### src/rtl/hc_pkg.sv
package hc_pkg;
    localparam int DMD_W = 8;
    localparam int MAG_W = DMD_W - 1;

    typedef logic signed [DMD_W-1:0] demand_t;
    typedef logic [MAG_W-1:0]        mag_t;
    typedef enum logic {DIR_COOL = 1'b0, DIR_HEAT = 1'b1} dir_e;

    typedef struct packed {
        dir_e dir;
        mag_t mag;
    } drive_s;

    // direction after hysteresis: switch only beyond +/- h
    function automatic dir_e next_dir(demand_t d, dir_e cur, demand_t h);
        if (d <= -h)
            return DIR_HEAT;
        else if (d >= h)
            return DIR_COOL;
        else
            return cur;
    endfunction

    // magnitude for the chosen direction; opposite sign gives zero drive
    function automatic mag_t eff_mag(demand_t d, dir_e dir);
        logic [DMD_W-1:0] neg;
        neg = -d;
        if (d < 0) begin
            if (dir == DIR_COOL)
                return '0;
            else if (neg[DMD_W-1])
                return '1;
            else
                return neg[MAG_W-1:0];
        end else begin
            if (dir == DIR_HEAT)
                return '0;
            else
                return d[MAG_W-1:0];
        end
    endfunction
endpackage

### src/rtl/hc_timebase.sv
module hc_timebase
    import hc_pkg::*;
#(
    parameter int SLOW_DIV = 5
) (
    input  logic clk,
    input  logic rst,
    input  logic run,
    input  logic rate_slow,
    input  logic src_int,
    input  logic ext_sync,
    output mag_t cnt,
    output logic bnd
);
    localparam int   PRE_W   = (SLOW_DIV > 1) ? $clog2(SLOW_DIV) : 1;
    localparam mag_t CNT_TOP = '1;

    logic [PRE_W-1:0] pre_q;
    logic [2:0]       sync_q;
    logic             tick;
    logic             sync_edge;

    assign tick      = rate_slow ? (pre_q == PRE_W'(SLOW_DIV - 1)) : 1'b1;
    assign sync_edge = sync_q[2] ^ sync_q[1];
    assign bnd       = run & (src_int ? (tick && cnt == CNT_TOP) : sync_edge);

    always_ff @(posedge clk) begin
        if (rst)
            sync_q <= '0;
        else
            sync_q <= {sync_q[1:0], ext_sync};
    end

    always_ff @(posedge clk) begin
        if (rst || !run) begin
            pre_q <= '0;
            cnt   <= '0;
        end else if (src_int) begin
            if (tick) begin
                pre_q <= '0;
                cnt   <= cnt + 1'b1;
            end else begin
                pre_q <= pre_q + 1'b1;
            end
        end else begin
            pre_q <= '0;
            if (sync_edge)
                cnt <= '0;
            else if (cnt != CNT_TOP)
                cnt <= cnt + 1'b1;
        end
    end
endmodule

### src/rtl/hc_latch.sv
module hc_latch
    import hc_pkg::*;
#(
    parameter int HYST_TH = 8
) (
    input  logic    clk,
    input  logic    rst,
    input  logic    run,
    input  logic    bnd,
    input  demand_t demand,
    output drive_s  drv
);
    localparam demand_t HYST_V = demand_t'(HYST_TH);

    dir_e dir_n;

    always_comb dir_n = next_dir(demand, drv.dir, HYST_V);

    always_ff @(posedge clk) begin
        if (rst || !run) begin
            drv.dir <= DIR_COOL;
            drv.mag <= '0;
        end else if (bnd) begin
            drv.dir <= dir_n;
            drv.mag <= eff_mag(demand, dir_n);
        end
    end
endmodule

### src/rtl/hc_pwm_mod.sv
module hc_pwm_mod
    import hc_pkg::*;
#(
    parameter int HYST_TH  = 8,
    parameter int SLOW_DIV = 5
) (
    input  logic                    clk,
    input  logic                    rst,
    input  logic signed [DMD_W-1:0] demand_i,
    input  logic                    rate_slow_i,
    input  logic                    src_int_i,
    input  logic                    ext_sync_i,
    input  logic                    shdn_n_i,
    input  logic                    out_dis_i,
    output logic                    pwm_o,
    output logic                    dir_o,
    output logic                    out_en_o
);
    logic   run;
    logic   bnd;
    logic   cmp;
    mag_t   cnt;
    drive_s drv_q;

    assign run = shdn_n_i & ~out_dis_i;

    hc_timebase #(.SLOW_DIV(SLOW_DIV)) u_tb (
        .clk       (clk),
        .rst       (rst),
        .run       (run),
        .rate_slow (rate_slow_i),
        .src_int   (src_int_i),
        .ext_sync  (ext_sync_i),
        .cnt       (cnt),
        .bnd       (bnd)
    );

    hc_latch #(.HYST_TH(HYST_TH)) u_lat (
        .clk    (clk),
        .rst    (rst),
        .run    (run),
        .bnd    (bnd),
        .demand (demand_i),
        .drv    (drv_q)
    );

    // heating complements the duty: high for the remainder of the period
    assign cmp      = (drv_q.dir == DIR_HEAT) ? (cnt >= drv_q.mag) : (cnt < drv_q.mag);
    assign pwm_o    = run & cmp;
    assign dir_o    = run & (drv_q.dir == DIR_HEAT);
    assign out_en_o = run;
endmodule

### config.mk
export PLATFORM = sky130hd
export DESIGN_NAME = hc_pwm_mod
export DESIGN_NICKNAME = d
export VERILOG_FILES = /design/src/rtl/hc_pkg.sv /design/src/rtl/hc_timebase.sv /design/src/rtl/hc_latch.sv /design/src/rtl/hc_pwm_mod.sv
export SDC_FILE = /design/constraint.sdc
export NUM_CORES = 1
export LEC_CHECK = 0
export BUFFER_PORTS_ARGS = -buffer_cell sky130_fd_sc_hd__buf_2
export CAP_MARGIN = 20
export CORE_MARGIN = 2
export CORE_UTILIZATION = 47
export CTS_CLUSTER_DIAMETER = 50
export DETAILED_ROUTE_END_ITERATION = 12
export PLACE_DENSITY_LB_ADDON = 0.2
export SLEW_MARGIN = 20
export SYNTH_ARGS = -nofsm -noshare
export SYNTH_HDL_FRONTEND = slang
export SYNTH_HIERARCHICAL = 1
export SYNTH_SLANG_ARGS = --single-unit
### constraint.sdc
create_clock -name clk -period 3.8 [get_ports clk]
set_input_delay 0.38 -clock clk [delete_from_list [all_inputs] [get_ports clk]]
set_output_delay 0.38 -clock clk [all_outputs]
set_load 0.1 [all_outputs]
# Word-level counts from Yosys, hierarchy flattened
# Index checks and enable logic that the tools add are counted.
# W data, S select, Z words.
# op_classes
reduce_logical	6
n_lt_le_gt_ge	5
mux	13
n_addsub	3
n_bitwise	7
eq_ne	4
# ops
op	count
$mux W7	8
$ge A8 B5 Y1 const B	1
$le A8 B4 Y1 const B	1
$lt A8 B1 Y1 const B	1
$neg A8 Y8	1
$add A7 B1 Y7 const B	1
$eq A7 B7 Y1 const B	1
$ge A7 B7 Y1	1
$lt A7 B7 Y1	1
$ne A7 B7 Y1 const B	1
$mux W1	5
$and A1 B1 Y1	4
$add A3 B1 Y3 const B	1
$eq A3 B3 Y1 const B	1
$reduce_bool A3 Y1	1
$reduce_or A3 Y1	1
$ne A2 B1 Y1 const B	1
$not A1 Y1	2
$reduce_and A2 Y1	1
$logic_and A1 B1 Y1	1
$logic_not A1 Y1	1
$logic_or A1 B1 Y1	1
$xor A1 B1 Y1	1
# word_totals
ff_bits	21
elab_cells	43

# Longest topological paths before layout
# Gate-level depths: netlist (run 1).
# logic_depth
word_depth	5
mapped_depth	10
mapped_depth_nobuf	9

# Modules after synthesis
# The synthesis (run 1) kept the hierarchy.
# by_module_without_submodules
mod	cells_each	area_each_um2	instances
hc_timebase	70	640.6	1
hc_latch	67	559.3	1
hc_pwm_mod	32	212.7	1

# Worst setup path before layout (run 1)
# No wires, ideal clock.
# synth_timing
path_kind	input -> output
startpoint	in out_dis_i
endpoint	out pwm_o
path_buffers	0
required_ns	3.420
slack_ns	-0.029
stages	2
arrival_ns	3.449
path_cell_list	nor2b_1 > a21boi_1
# synth_between
elab_chain_cells	3
# synth_rtl
item	line	rtl
start, declared	hc_pwm_mod.sv:14	input logic out_dis_i,
$not A1 Y1	hc_pwm_mod.sv:25	assign run = shdn_n_i & ~out_dis_i;
$and A1 B1 Y1	hc_pwm_mod.sv:25	
$and A1 B1 Y1	hc_pwm_mod.sv:49	assign pwm_o = run & cmp;
end, declared	hc_pwm_mod.sv:15	output logic pwm_o,
# Every way passes these cells.

# Worst setup path after layout (run 1)
# layout_timing
startpoint	reg u_tb.cnt[1]
endpoint	out pwm_o
# layout_between
elab_chain_cells	3
# layout_rtl
item	line	rtl
start, declared	hc_timebase.sv:12	output mag_t cnt,
start signal, assigned	hc_timebase.sv:41	cnt <= cnt + 1'b1;
start signal, assigned	hc_timebase.sv:50	cnt <= cnt + 1'b1;
$lt A7 B7 Y1 or $ge A7 B7 Y1 (tied branches)	hc_pwm_mod.sv:48	assign cmp = (drv_q.dir == DIR_HEAT) ? (cnt >= drv_q.mag) : (cnt < drv_q.mag);
$mux W1 *	hc_pwm_mod.sv:48	
$and A1 B1 Y1 *	hc_pwm_mod.sv:49	
# Mark *: on every way between the ends. The rest lies on a longest branch, timed or not.

==> impl_metrics.csv, run 1 <==
group,metric,value,unit
sta,period_minus_slack,2613,ps
floorplan,coreArea,2805,um^2
logic_synthesis,ys_ff_latch,21,
hold_path,hp-start,"rst",
logic_synthesis,syn_inst,169,
cts,cts_hold_buf,0,
logic_synthesis,synth_edf_count,0,
detailed_routing,viasPerCell,5.899,
finish,drive_gt1_frac,0.1505,
critical_path,crit_arrival,2230,ps
critical_path,critPathKind,"reg -> out",
floorplan,die_w,58.82,um
pwr,leakagePower,0.5533,nW
sta,relSlewSlack,0.5871,
detailed_routing,drt_wl_total,3060,um
sta,max_freq,382.7,MHz
logic_synthesis,synth.most_common_cell,"dfxtp_1",
logic_synthesis,yosysTopAreaCellShare,0.2976,
critical_path,rr_startpoint,"u_tb/cnt[1]",
critical_path,endpoint,"pwm_o",
floorplan,rows,19,
logic_synthesis,yosys.area.top_type,"dfxtp_1",
finish,diodes,0,
critical_path,cp_max_fo,4,
finish,regArea,420.4,um^2
critical_path,worstSetupEndpointType,"output port",
placed_design,hpwlAfterDp,2329,um
logic_synthesis,syn_avg_cell_area,8.359,um^2
logic_synthesis,synthFlopType,"dfxtp_1",
floorplan,initial_core_util,0.5036,
detailed_routing,wl_per_cell,14.10,um
global_routing,antenna_found_initial,0,
sta,maxSlewViolCount,0,
critical_path,reg2reg_to,"u_lat/drv[2]",
detailed_routing,route.detailed.drc,0,
logic_synthesis,synthesis.area,1413,um^2
sta,rsz0062_at_grt,"no",
floorplan,ios,18,
logic_synthesis,synthAdderAreaFrac,0.09743,
critical_path,regToRegSetupSlack,1470,ps
cts,cts_made_buffers,3,
logic_synthesis,yosys.area_share.simple,0.2764,
logic_synthesis,yosys-top-cells-count,"21 x dfxtp_1, 16 x inv_1, 14 x nand2_1",
finish,area.growth.synth_to_final,8.326,%
logic_synthesis,synth_nets,195,
global_routing,grt_max_degree,14,
logic_synthesis,synth_xor_area_frac,0.03012,
cts,cts_max_level,1,
cts,cts_sinks,21,
hold_path,hold_class,"in -> reg",
detailed_routing,firstDrtPassIters,5,
outcome,status,"finished clean",
global_routing,grt_pass1_vias,1149,
pwr,peakVddDrop,236.0,uV
pwr,power_density,252.2,nW/um^2
critical_path,cp.required,3420,ps
logic_synthesis,ys_seq_area_frac,0.2976,
sta,report.final.hold_viol_count,0,
sta,fin_crit_sh,0.6877,
logic_synthesis,postSynth.asyncResetShare,0,
critical_path,worstSetupStartpoint,"u_tb/cnt[1]",
sta,fin_setup_tns,0,ps
floorplan,chipHeight,58.82,um
finish,filler_cell_count,272,
placed_design,gp_congestion,0.8598,
cts,clkTransAtPathRegs,130,ps
detailed_routing,drt-initial-drc-count,80,
logic_synthesis,synth_compound_area_frac,0.2135,
logic_synthesis,yosys_warnings,6,
detailed_routing,vias,1280,
logic_synthesis,synth.distinct_cells,43,
cts,clk_path_buf_depth,2,
cts,cts_root_buffer,"clkbuf_4",
cts,cts_resized,0,
placed_design,place.port_buffers,17,
global_routing,grt_pass1_wl,5043,um
critical_path,crit_path_start_kind,"flop",
critical_path,rr_worst_depth,8,
sta,clock-skew-final,5.169,ps
detailed_routing,ant_nets,0,
cts,clkLatencyLatePin,310,ps
sta,setup_viol,0,
finish,nNetsFinal,213,
floorplan,fp.dieArea,3460,um^2
logic_synthesis,muxShareOfSynthArea,0.01594,
logic_synthesis,synth_area_leaders,"dfxtp_1 30%, ha_1 9.7%, a21oi_1 4.6%",
finish,postLayoutCoreUtil,0.5455,
sta,worst-slew-pin-transition,612.9,ps
cts,cts_setup_buffers,0,
global_routing,grt.overflow.total,0,
finish,multi_input_area,898.4,um^2
cts,cts_tree,"built",
logic_synthesis,synth_top_family_by_area,"simple AND/OR/NAND/NOR gates",
global_routing,grt_use_total,0.1871,
run,maxCapViolCount,0,
## cell families (layout without fill, tap and decap cells)
group / count (synthesis) / in the layout
simple gates: 65 / 65
xor+xnor: 4 / 4
buf+inv: 20 / 37
flops: 21 / 21
mux: 2 / 2
fa+ha+maj: 11 / 11
compound gates: 46 / 46
## layer usage
metal / track usage / wire, um / share of wire
met5: 0 / 0 / 0
met4: 0.05844 / 36 / 0.012
met3: 0.01978 / 143 / 0.047
met2: 0.3032 / 1391 / 0.45
met1: 0.2616 / 1488 / 0.49
## worst min path at each step
stage                     end  slack (ps)  cells past startpoint
2_1_floorplan  u_tb/sync_q[1]         410                      1
3_3_place_gp   u_tb/sync_q[1]         430                      1
3_5_place_dp   u_tb/sync_q[1]         430                      1
4_1_cts        u_tb/sync_q[1]         270                      2
5_1_grt        u_tb/sync_q[1]         280                      2
6_report       u_tb/sync_q[1]         280                      2
## placed cells by master (no fill, tap or decap), drive strengths merged, types with 4 or more instances in the layout
master	netlist	routed
inv	16	16
buf	3	17
nand3	7	7
nor2b	7	7
o211ai	4	4
nand2	14	14
or3	4	4
ha	11	11
o21ai	9	9
or4	4	4
dfxtp	21	21
nor2	8	8
a21oi	13	13
## stage by stage
step	std cells	setup slack [ps]	total power, W	instance area, um^2	hold WS, ps
floorplan	169	509.9	0.0002620	1416	413.8
global placement	213	1588	0.0002776	1503	431.7
detailed placement	213	1554	0.0002794	1503	431.6
CTS	217	1179	0.0003889	1530	274.6
global route	217	1070	0.0004036	1530	275.8
finish	217	1187	0.0003859	1530	278.0
## state kept, by name, indices dropped and copies added (netlist names)
signal,count
u_tb/cnt,7
u_tb/pre_q,3
u_lat/drv,8
u_tb/sync_q,3
## power breakdown
group	total (W)	internal, W	switching [W]
sequential	0.000224	0.000222	0.00000206
clock	0.000111	0.0000393	0.0000716
combinational	0.0000506	0.0000188	0.0000318
total	0.000386	0.000280	0.000105
## area by class of cell
| class | count | share of cell area |
|---|---|---|
| multi-input cells | 128 | 0.5871 |
| flip-flops and latches | 21 | 0.2747 |
| repair buffers | 17 | 0.05560 |
| inverters | 16 | 0.03925 |
| well taps | 31 | 0.02535 |
| clock buffers | 3 | 0.01472 |
| clock inverters | 1 | 0.003271 |
## worst max-delay path: stages (launching register included)
cell and delay, ps:
dfxtp_1 430, ha_1 270, nor2b_1 140, o21ai_1 120, a21oi_1 70, or3_1 320, a21boi_2 130, buf_2 440
Note: power is estimated with default switching activity, not from simulation.
==> run 2, diff against run 1 <==
clock period = 2.3 ns   (was 3.8 ns; I/O delays follow)
==> run 2 against run 1 <==
Against the previous run: non-clock buffer count unchanged; worst hold slack worse by 160 ps; clock-buffer cell count unchanged; wire length about the same; critical path depth is the same; critical path type unchanged; via count rose by 0.39%; largest power group unchanged.
==> impl_metrics.csv, run 2 (synthesis gave the netlist of run 1 again) <==
group,metric,value,unit
sta,period_minus_slack,2238,ps
floorplan,ios,18,
finish,diodes,0,
critical_path,reg2reg_to,"u_lat/drv[0]",
detailed_routing,firstDrtPassIters,4,
finish,nNetsFinal,213,
floorplan,rows,19,
sta,maxSlewViolCount,0,
detailed_routing,drt-initial-drc-count,55,
critical_path,worstSetupEndpointType,"output port",
finish,largest_reg_flops,8,
floorplan,chipHeight,58.82,um
sta,clock-skew-final,8.506,ps
finish,top_regs,"u_lat/drv: 8 flops, u_tb/cnt: 7 flops",
detailed_routing,route.detailed.drc,0,
cts,cts_root_buffer,"clkbuf_4",
global_routing,grt_pass1_wl,5133,um
hold_path,hold_class,"in -> reg",
placed_design,place.port_buffers,17,
floorplan,coreArea,2805,um^2
sta,report.final.hold_viol_count,0,
sta,rsz0062_at_grt,"yes",
outcome,status,"finished clean",
finish,regMostFlops,"u_lat/drv",
finish,area.growth.synth_to_final,12.93,%
finish,drive_gt1_frac,0.2097,
pwr,power_density,406.7,nW/um^2
critical_path,rr_worst_depth,8,
global_routing,grt_max_degree,14,
finish,regArea,430.4,um^2
placed_design,placed_cells,213,
critical_path,rr_startpoint,"u_tb/cnt[1]",
finish,fin_cells,217,
cts,cts_sinks,21,
detailed_routing,wl_per_cell,14.11,um
hold_path,worstHoldPathCells,2,
cts,cts_hold_buf,0,
critical_path,crit_arrival,2010,ps
placed_design,hpwlAfterDp,2441,um
critical_path,cp.required,2070,ps
cts,cts_made_buffers,3,
pwr,leakagePower,0.5620,nW
hold_path,hp-start,"rst",
critical_path,critPathKind,"reg -> out",
cts,clk_path_buf_depth,2,
global_routing,grt_pass1_vias,1179,
sta,setup_viol,0,
global_routing,antenna_found_initial,0,
detailed_routing,vias,1285,
cts,cts_tree,"built",
sta,hold_ws,120.4,ps
floorplan,fp.dieArea,3460,um^2
run,maxCapViolCount,0,
global_routing,grt_use_total,0.1903,
placed_design,gp_congestion,0.9115,
cts,clkLatencyLatePin,310,ps
critical_path,regToRegSetupSlack,300,ps
detailed_routing,drt_wl_total,3061,um
sta,relSlewSlack,0.6303,
floorplan,die_w,58.82,um
cts,cts_setup_buffers,0,
pwr,power,0.0006487,W
floorplan,initial_core_util,0.5036,
cts,clkTransAtPathRegs,130,ps
critical_path,cp_max_fo,4,
sta,worst-slew-pin-transition,548.8,ps
finish,multi_input_area,935.9,um^2
sta,max_freq,446.8,MHz
global_routing,grt.overflow.total,0,
detailed_routing,viasPerCell,5.922,
hold_path,hold-path-endpoint,"u_tb/sync_q[2]",
finish,filler_cell_count,264,
detailed_routing,ant_nets,0,
critical_path,crit_path_start_kind,"flop",
sta,fin_crit_sh,0.9732,
cts,cts_max_level,1,
pwr,peakVddDrop,211.5,uV
finish,mostFrequentLayoutCells,"16 x inv_1, 16 x buf_2, 15 x dfxtp_1",
run 2: cell types whose count changed in the layout (fill, tap and decap cells not counted), moves of 2 or more:
cell     delta
dfxtp_1     -6
o21ai_1     +2
dfxtp_2     +5
o21ai_0     -2
run 2: layer usage:
layer / track usage / vias to the layer above / share of wire
li1: - / 654 / -
met1: 0.2707 / 588 / 0.49
met2: 0.3111 / 41 / 0.46
met3: 0.01978 / 2 / 0.051
met4: 0.04221 / 0 / 0.0042
met5: 0 / - / 0
run 2: worst max-delay path by stage:
stage,startpoint,end,slack [ps],cells past startpoint
floorplan,shdn_n_i,dir_o,60,2
global placement,u_tb/cnt[0],u_lat/drv[0],300,8
detailed placement,u_tb/cnt[0],u_lat/drv[2],200,8
CTS,u_tb/cnt[6],pwm_o,10,6
global route,u_lat/drv[1],pwm_o,-40,8
finish,u_tb/cnt[1],pwm_o,60,7
run 2: layout make-up:
class                      count  area share
multi-input combinational    128      0.5867
sequential                    21      0.2698
timing repair buffer          17     0.06275
inverter                      16     0.03765
tap                           31     0.02431
clock buffer                   3     0.01412
clock inverter                 1    0.004706
run 2: critical path, stage by stage (launching register included):
cell	delay [ps]
dfxtp_4	390
ha_4	230
nor2b_1	120
o21ai_1	130
a21oi_1	80
or3_4	380
a21boi_4	180
buf_12	190
run 2: what timing repair did:
action | CTS | global route
setup endpoints to repair | 1 | 6
pin swaps | 0 | 4
gates resized for setup | 1 | 12
run 2: report_power, final:
group          switching [W]  leakage, nW   total, W  internal, W
sequential        0.00000343        0.173   0.000370     0.000367
clock               0.000125       0.0139   0.000191    0.0000663
combinational      0.0000540        0.375  0.0000877    0.0000337
total               0.000182        0.562   0.000649     0.000467
run 2: per-stage QoR:
stage	TNS (ps)	worst slack, ps	utilization	cell area, um^2
after global routing	-43.53	-43.53	0.5687	1595
after global placement	0	296.6	0.5446	1528
after floorplan	0	63.56	-	1426
after detailed placement	0	204.3	0.5446	1528
final	0	61.69	0.5687	1595
after CTS	0	14.19	0.5553	1558
==> run 3, diff against run 2 <==
BUFFER_PORTS_ARGS = unset   (was -buffer_cell sky130_fd_sc_hd__buf_2)
DONT_BUFFER_PORTS = 1   (was unset)
==> run 3 against run 2 <==
Against the previous run: global-route usage up 0.47 points; first-iteration DRC count up 69%; critical path type unchanged; non-clock buffer count down 13; clock skew down 3.6 ps; design area down 0.94%; sequential power about the same.
==> impl_metrics.csv, run 3 (synthesis gave the netlist of run 1 again) <==
group,metric,value,unit
critical_path,critPathKind,"reg -> out",
sta,rsz0062_at_grt,"no",
hold_path,hp-start,"ext_sync_i",
sta,setup_viol,0,
placed_design,place.port_buffers,0,
detailed_routing,vias,1280,
global_routing,grt_max_degree,14,
run,maxCapViolCount,0,
sta,clock-skew-final,4.953,ps
pwr,power_density,394.1,nW/um^2
sta,hold_ws,35.26,ps
finish,mostFrequentLayoutCells,"16 x inv_1, 14 x nand2_1, 14 x dfxtp_1",
global_routing,grt_pass1_wl,5230,um
critical_path,crit_path_start_kind,"flop",
sta,maxSlewViolCount,0,
floorplan,rows,19,
critical_path,regToRegSetupSlack,140,ps
finish,drive_gt1_frac,0.1676,
global_routing,grt_use_total,0.1951,
placed_design,placed_cells,199,
pwr,leakagePower,0.5242,nW
critical_path,rr_worst_depth,8,
outcome,status,"finished clean",
global_routing,use_met3,0.03077,
cts,clkTransAtPathRegs,120,ps
detailed_routing,route.detailed.drc,0,
global_routing,grt.overflow.total,0,
finish,top_regs,"u_lat/drv: 8 flops, u_tb/cnt: 7 flops",
global_routing,antenna_found_initial,0,
finish,regMostFlops,"u_lat/drv",
sta,worst-slew-pin-transition,559.6,ps
floorplan,ios,18,
detailed_routing,firstDrtPassIters,4,
detailed_routing,viasPerCell,6.275,
sta,relSlewSlack,0.6230,
placed_design,hpwlAfterDp,2396,um
detailed_routing,wl_per_cell,16.06,um
detailed_routing,ant_nets,0,
floorplan,coreArea,2805,um^2
cts,clk_path_buf_depth,2,
hold_path,hold_class,"in -> reg",
floorplan,chipHeight,58.82,um
sta,max_freq,455.9,MHz
global_routing,busiest_layer,"met2",
finish,nNetsFinal,200,
cts,cts_made_buffers,3,
critical_path,reg2reg_to,"u_lat/drv[1]",
finish,largest_reg_flops,8,
cts,cts_setup_buffers,0,
critical_path,crit_arrival,1960,ps
global_routing,met2_usage,0.3286,
cts,cts_max_level,1,
sta,fin_crit_sh,0.9537,
cts,cts_sinks,21,
finish,fin_cells,204,
placed_design,gp_congestion,0.8812,
finish,final_common_cell,"inv_1",
finish,area.growth.synth_to_final,11.87,%
sta,fin_setup_tns,0,ps
critical_path,endpoint,"pwm_o",
critical_path,cp_max_fo,2,
detailed_routing,drt-initial-drc-count,93,
floorplan,initial_core_util,0.5036,
sta,period_minus_slack,2194,ps
global_routing,met1_usage,0.2497,
cts,cts_root_buffer,"clkbuf_4",
cts,cts_tree,"built",
sta,report.final.hold_viol_count,0,
finish,diodes,0,
global_routing,grt_pass1_vias,1225,
placed_design,dpl_worst_slack,147.5,ps
critical_path,worstSetupStartpoint,"u_lat/drv[1]",
critical_path,cp.required,2070,ps
critical_path,rr_startpoint,"u_tb/cnt[1]",
floorplan,die_w,58.82,um
pwr,power,0.0006227,W
pwr,peakVddDrop,304.7,uV
detailed_routing,drt_wl_total,3277,um
floorplan,fp.dieArea,3460,um^2
sta,fin_ws,106.4,ps
cts,clkLatencyLatePin,320,ps
critical_path,worstSetupEndpointType,"output port",
[run 3: stage by stage]
stage / util / area [um^2]
floorplan: - / 1426
global placement: 0.5259 / 1475
detailed placement: 0.5259 / 1475
CTS: 0.5468 / 1534
finish: 0.5633 / 1580
global route: 0.5633 / 1580
[run 3: what timing repair did]
item / CTS / global route
hold endpoints to repair: 3 / 0
setup endpoints to repair: 1 / 5
pin swaps: 3 / 6
gates resized for setup: 6 / 12
hold buffers: 1 / 0
[run 3: worst max-delay path, stage by stage (launching register included)]
cell	delay, ps
dfxtp_2	360
inv_1	60
ha_4	210
nor2b_1	120
o21ai_1	110
a21oi_1	80
or3_4	340
a21boi_4	160
buf_12	190
[run 3: how the worst min path moves through the flow]
stage	end	slack, ps	depth (start not counted)
2_1_floorplan	u_tb/sync_q[0]	300	1
3_3_place_gp	u_tb/sync_q[2]	300	1
3_5_place_dp	u_tb/sync_q[2]	310	1
4_1_cts	u_tb/sync_q[0]	30	1
5_1_grt	u_tb/sync_q[0]	30	1
6_report	u_tb/sync_q[0]	40	1
[run 3: final cells by class]
cell class,instances,area (um^2)
Fill cell,264,1225
Multi-Input combinational cell,128,962.2
Sequential cell,21,434.2
Inverter,16,60.06
Timing Repair Buffer,4,57.56
Tap cell,31,38.79
Clock buffer,3,22.52
Clock inverter,1,5.005
[run 3: power by group]
group	internal, W	total, W	switching (W)
Clock	0.0000653	0.000189	0.000124
Combinational	0.0000272	0.0000645	0.0000373
Sequential	0.000365	0.000369	0.00000351
[run 3: per-layer routing]
metal  vias up  routed length, um
met4         0                 38
met3         3                224
met2        47               1585
li1        629                  -
met1       601               1430
met5         -                  0
